**src/rtl/wpk_pkg.sv**
```systemverilog
package wpk_pkg;

    parameter int WORD_W      = 32;
    parameter int LANES       = 4;
    parameter int STAGE_WORDS = 2 * LANES - 1;
    parameter int CNT_W       = $clog2(STAGE_WORDS + 1);
    parameter int BEAT_W      = WORD_W * LANES;
    parameter int STAGE_W     = WORD_W * STAGE_WORDS;

    typedef logic [CNT_W-1:0]   fill_t;
    typedef logic [BEAT_W-1:0]  beat_t;
    typedef logic [STAGE_W-1:0] stage_data_t;

    typedef struct packed {
        fill_t       fill;
        stage_data_t data;
    } stage_t;

    // Number of words an input beat contributes once its count is limited to LANES.
    function automatic fill_t clamp_words(input logic valid, input fill_t cnt);
        if (!valid)
            return '0;
        if (cnt > fill_t'(LANES))
            return fill_t'(LANES);
        return cnt;
    endfunction

endpackage

```
**src/rtl/wpk_lane_mask.sv**
```systemverilog
module wpk_lane_mask #(
    parameter  int WORD_W = 32,
    parameter  int LANES  = 4,
    parameter  int CNT_W  = 3,
    localparam int BEAT_W = WORD_W * LANES
) (
    input  logic              in_valid,
    input  logic [CNT_W-1:0]  in_cnt,
    input  logic [BEAT_W-1:0] in_data,
    output logic [BEAT_W-1:0] masked,
    output logic [CNT_W-1:0]  add_cnt
);

    logic [CNT_W-1:0] eff_cnt;

    // Counts above LANES saturate; a low strobe contributes nothing.
    always_comb begin
        if (!in_valid)
            eff_cnt = '0;
        else if (in_cnt > CNT_W'(LANES))
            eff_cnt = CNT_W'(LANES);
        else
            eff_cnt = in_cnt;
    end

    assign add_cnt = eff_cnt;

    // Zero every lane at or above the effective count so the later OR stays clean.
    for (genvar l = 0; l < LANES; l++) begin : g_lane
        assign masked[l*WORD_W +: WORD_W] =
            (CNT_W'(l) < eff_cnt) ? in_data[l*WORD_W +: WORD_W] : '0;
    end

endmodule

```
**src/rtl/wpk_stage_next.sv**
```systemverilog
module wpk_stage_next #(
    parameter  int WORD_W  = 32,
    parameter  int LANES   = 4,
    parameter  int CNT_W   = 3,
    localparam int BEAT_W  = WORD_W * LANES,
    localparam int STAGE_W = WORD_W * (2 * LANES - 1),
    localparam int LOW_W   = CNT_W - 1
) (
    input  logic [STAGE_W-1:0] cur_data,
    input  logic [CNT_W-1:0]   cur_fill,
    input  logic [BEAT_W-1:0]  masked,
    input  logic [CNT_W-1:0]   add_cnt,
    output logic [STAGE_W-1:0] nxt_data,
    output logic [CNT_W-1:0]   nxt_fill
);

    logic             retire;
    logic [LOW_W-1:0] leftover;
    logic [STAGE_W-1:0] kept;
    logic [STAGE_W-1:0] placed;

    // Top fill bit: a full beat is ready and leaves this cycle.
    assign retire   = cur_fill[CNT_W-1];
    assign leftover = cur_fill[LOW_W-1:0];

    always_comb begin
        kept     = retire ? (cur_data >> BEAT_W) : cur_data;
        placed   = STAGE_W'(masked) << (WORD_W * int'(leftover));
        // Disjoint fields with zeros elsewhere: OR merges them.
        nxt_data = kept | placed;
        nxt_fill = CNT_W'(leftover) + add_cnt;
    end

endmodule

```
**src/rtl/word_pack_buffer.sv**
```systemverilog
module word_pack_buffer
    import wpk_pkg::*;
(
    input  logic              clk,
    input  logic              rst,
    input  logic              in_valid,
    input  logic [CNT_W-1:0]  in_cnt,
    input  logic [BEAT_W-1:0] in_data,
    output logic              out_valid,
    output logic [BEAT_W-1:0] out_data
);

    stage_t stage_q;
    stage_t stage_d;
    beat_t  masked;
    fill_t  add_cnt;

    wpk_lane_mask #(
        .WORD_W (WORD_W),
        .LANES  (LANES),
        .CNT_W  (CNT_W)
    ) i_mask (
        .in_valid (in_valid),
        .in_cnt   (in_cnt),
        .in_data  (in_data),
        .masked   (masked),
        .add_cnt  (add_cnt)
    );

    wpk_stage_next #(
        .WORD_W (WORD_W),
        .LANES  (LANES),
        .CNT_W  (CNT_W)
    ) i_next (
        .cur_data (stage_q.data),
        .cur_fill (stage_q.fill),
        .masked   (masked),
        .add_cnt  (add_cnt),
        .nxt_data (stage_d.data),
        .nxt_fill (stage_d.fill)
    );

    always_ff @(posedge clk) begin
        if (rst)
            stage_q <= '0;
        else
            stage_q <= stage_d;
    end

    assign out_data  = stage_q.data[BEAT_W-1:0];
    assign out_valid = stage_q.fill[CNT_W-1];

endmodule

```
**config.mk**
```make
export PLATFORM = sky130hd
export DESIGN_NAME = word_pack_buffer
export DESIGN_NICKNAME = d
export VERILOG_FILES = /design/src/rtl/wpk_pkg.sv /design/src/rtl/wpk_lane_mask.sv /design/src/rtl/wpk_stage_next.sv /design/src/rtl/word_pack_buffer.sv
export SDC_FILE = /design/constraint.sdc
export NUM_CORES = 1
export LEC_CHECK = 0
export BUFFER_PORTS_ARGS = -buffer_cell sky130_fd_sc_hd__buf_4
export CELL_PAD_IN_SITES_DETAIL_PLACEMENT = 0
export CELL_PAD_IN_SITES_GLOBAL_PLACEMENT = 1
export CORE_ASPECT_RATIO = 0.8
export CORE_MARGIN = 10
export CORE_UTILIZATION = 45
export CTS_BUF_LIST = sky130_fd_sc_hd__clkbuf_8
export DETAILED_ROUTE_END_ITERATION = 8
export PLACE_DENSITY_LB_ADDON = 0.1
export SYNTH_ARGS = -nofsm -noshare
export SYNTH_HDL_FRONTEND = slang
export SYNTH_HIERARCHICAL = 1
export SYNTH_SLANG_ARGS = --single-unit
```
**constraint.sdc**
```tcl
create_clock -name clk -period 2.42 [get_ports clk]
set_clock_uncertainty 0.1 [all_clocks]
set_input_delay 0.121 -clock clk [delete_from_list [all_inputs] [get_ports clk]]
set_output_delay 0.121 -clock clk [all_outputs]
set_load 0.005 [all_outputs]
```
==> results.md <==
- Top FF cell, synth: dfxtp_1
- Post-synth top area cell: dfxtp_1
- Synth area leaders: dfxtp_1 (32%), mux2i_1 (11%), buf_4 (7.5%), nor2b_1 (6.5%), mux4_2 (5.1%)
- Logic pwr share: 20.1%
- CTS tree: done
- Register bit total from synthesis: 227
- Critical Path End Type: flip-flop
- DRT Wirelength: 43.9 mm
- Status: finished, final reports clean
- Data required, critical path: 2.75 ns
- Total GRT Usage: 21.8%
- Switch Pwr: 2.76 mW
- LEAKAGE: 7.07 nW
- # rows: 57
- DRT Pass-1 Iters: 5
- Cell area power density: 597 mW/mm²
- Die footprint: 0.0388 mm²
- Asr flop ratio synth: 0%
- Average size of a mapped cell: 10.0 µm²
- RSZ-0062 raised after global routing: false
- Final hold vios: 0
- Post-synth top area share: 32.3%
- Area growth syn-to-layout: 16.3%
- Max-cap violations: 0
- Most instantiated library cell after synthesis: dfxtp_1
- CTS root buffer: clkbuf_8
- Cts repair resizes: 0
- Sequential Power Share: 42.2%
- Final Max Slew Viols: 0
- Maximum fanout along the worst path: 32
- Hold crit path type: in -> reg
- Worst-path clk slew: 0.06 ns
- Net Sw Frac: 28.2%
- Final setup viols: 0
- Fmax: 454 MHz
- Routability cong.: 0.804
- Share of cells above drive strength 1: 32.3%
- Vias per Instance: 5.52
- Initial antenna violation count: 0
- DP HPWL: 28.7 mm
- Fin crit share: 91.0%
- TritonCTS Buffers: 43
- Post-Syn Area: 0.0141 mm²
- Maximum vdd drop: 339 µV
- Period minus WS final: 2.20 ns
- Worst-Margin Slew: 0.829 ns
- Synth top cells by count: dfxtp_1 (227), mux2i_1 (160), nor2b_1 (147)
- Synth Instances: 1,401
- Clock Power Share: 37.7%
- Clock sinks: 227
- Grt ovf: 0
- Largest net degree at the start of global routing: 98
- Worst-case clock buffer depth: 3
- TNS Setup: 0 ns
- ANT cells: 0
- Internal: 7.02 mW
- Via count: 10,780
- Yosys warnings: 6
- Post-Syn Nets: 1,537
- Sequential fraction of the synthesis area: 32.3%
- Clock latency on the worst-skew pair: 0.56 ns
- Distinct cell type count after synthesis: 36
- Total power: 9.78 mW
- Antenna viol nets, final: 0
- Max_slew headroom: 44.7%
- DR iter-0 viols: 712
- Global-route wire length before repair: 66.7 mm
- Arrival @ worst endpoint: 2.53 ns
- Fin nets: 1,646
- Post-CTS setup buffers: 0
- Total core area: 0.0306 mm²
- Critical Path Start Type: input pin
- Vias in the first global route: 10,834
- H-tree Lvls: 2
- WL/cell: 22.5 µm
- Starting density of the core: 46.0%
- Top Ports: 263
- Critical setup path kind: in -> reg
- Port-buffer cells: 262
- DIE HEIGHT: 178 µm
- Post-synth EDFFs: 0
- Die Wd: 218 µm
- Post-route DRC: 0
[per-layer routing]
layer  track usage [%]  wire length [µm]
met5                 0                 0
met3              4.37              2420
met4              4.83               604
met1              30.2             20900
met2              34.1             20000
[what timing repair did]
action / 4_1_cts / 5_1_grt
endpoints found under the setup margin: 0 / 0
hold endpoints to repair: 15 / 0
hold buffers: 15 / 0
[cells by family after synthesis]
logic type	after synthesis	synth area share, %
AND/OR/NAND/NOR	427	21.1
buffers and inverters	294	13.5
flip-flops	227	32.3
AO/OA/AOI/OAI	226	13.5
multiplexers	224	19.3
adder cells (fa/ha/maj)	2	0.231
XOR/XNOR	1	0.0623
[path summary, 6_finish.rpt]
kind                           start                      end  slack, ns  cells past startpoint
max                        in_cnt[0]  out_data[97]$_SDFF_PP0_       0.22                      7
min                     in_data[105]  stage_q[201]$_SDFF_PP0_       0.05                      4
max reg2reg  stage_q[225]$_SDFF_PP0_  stage_q[156]$_SDFF_PP0_       0.40                      4
min reg2reg  stage_q[168]$_SDFF_PP0_  stage_q[168]$_SDFF_PP0_       0.47                      2
[sequential cells by signal, indices dropped and copies added, names as in the netlist]
signal / cells
out_data: 128
out_valid: 1
stage_q: 98
[cell usage in the layout (no fill, tap or decap), drive strengths merged]
cell type,n
nor2b,227
or3,1
nand3b,1
dlygate4sd3,15
xnor2,1
mux2i,160
dfxtp,227
a221o,64
mux4,32
mux2,32
a22o,32
nor2,1
fa,1
and2,66
o21ai,32
buf,306
and3,96
o211ai,1
o21a,1
o221ai,31
ha,1
inv,56
and3b,34
nand2b,1
o2bb2ai,32
a21o,33
clkbuf,56
[power groups by stage]
stage	sequential [mW]	clock [mW]	combinational, mW
6_report	4.13	3.69	1.96
3_5_place_dp	4.20	0	1.95
2_1_floorplan	4.10	0	1.44
4_1_cts	4.13	3.81	1.98
3_3_place_gp	4.21	0	1.94
5_1_grt	4.15	3.96	2.13
[stage by stage]
stage	hold WS (ns)	area, µm²	utilization (%)	instances	setup WS, ns
after floorplan	0.274	14100	-	1401	0.613
after global placement	0.435	15400	50.3	1863	0.208
after detailed placement	0.437	15400	50.3	1863	0.213
after CTS	0.00110	16400	53.5	1953	0.283
after global routing	0.0435	16400	53.5	1953	0.198
final	0.0463	16400	53.5	1953	0.217
[critical path, stage by stage]
cell           delay, ns
dlygate4sd3_1       0.54
buf_4               0.14
or3_4               0.60
and3_1              0.36
mux4_2              0.48
a21o_1              0.16
nor2b_1             0.11
[final cells by class]
cell class,instances,area [µm²]
inverter,36,140
clock inverter,20,75.1
multi-input combinational,880,7630
sequential,227,4560
timing repair buffer,322,2690
fill,2814,14200
tap,413,517
clock buffer,55,757
(Power assumes the default switching activity.)
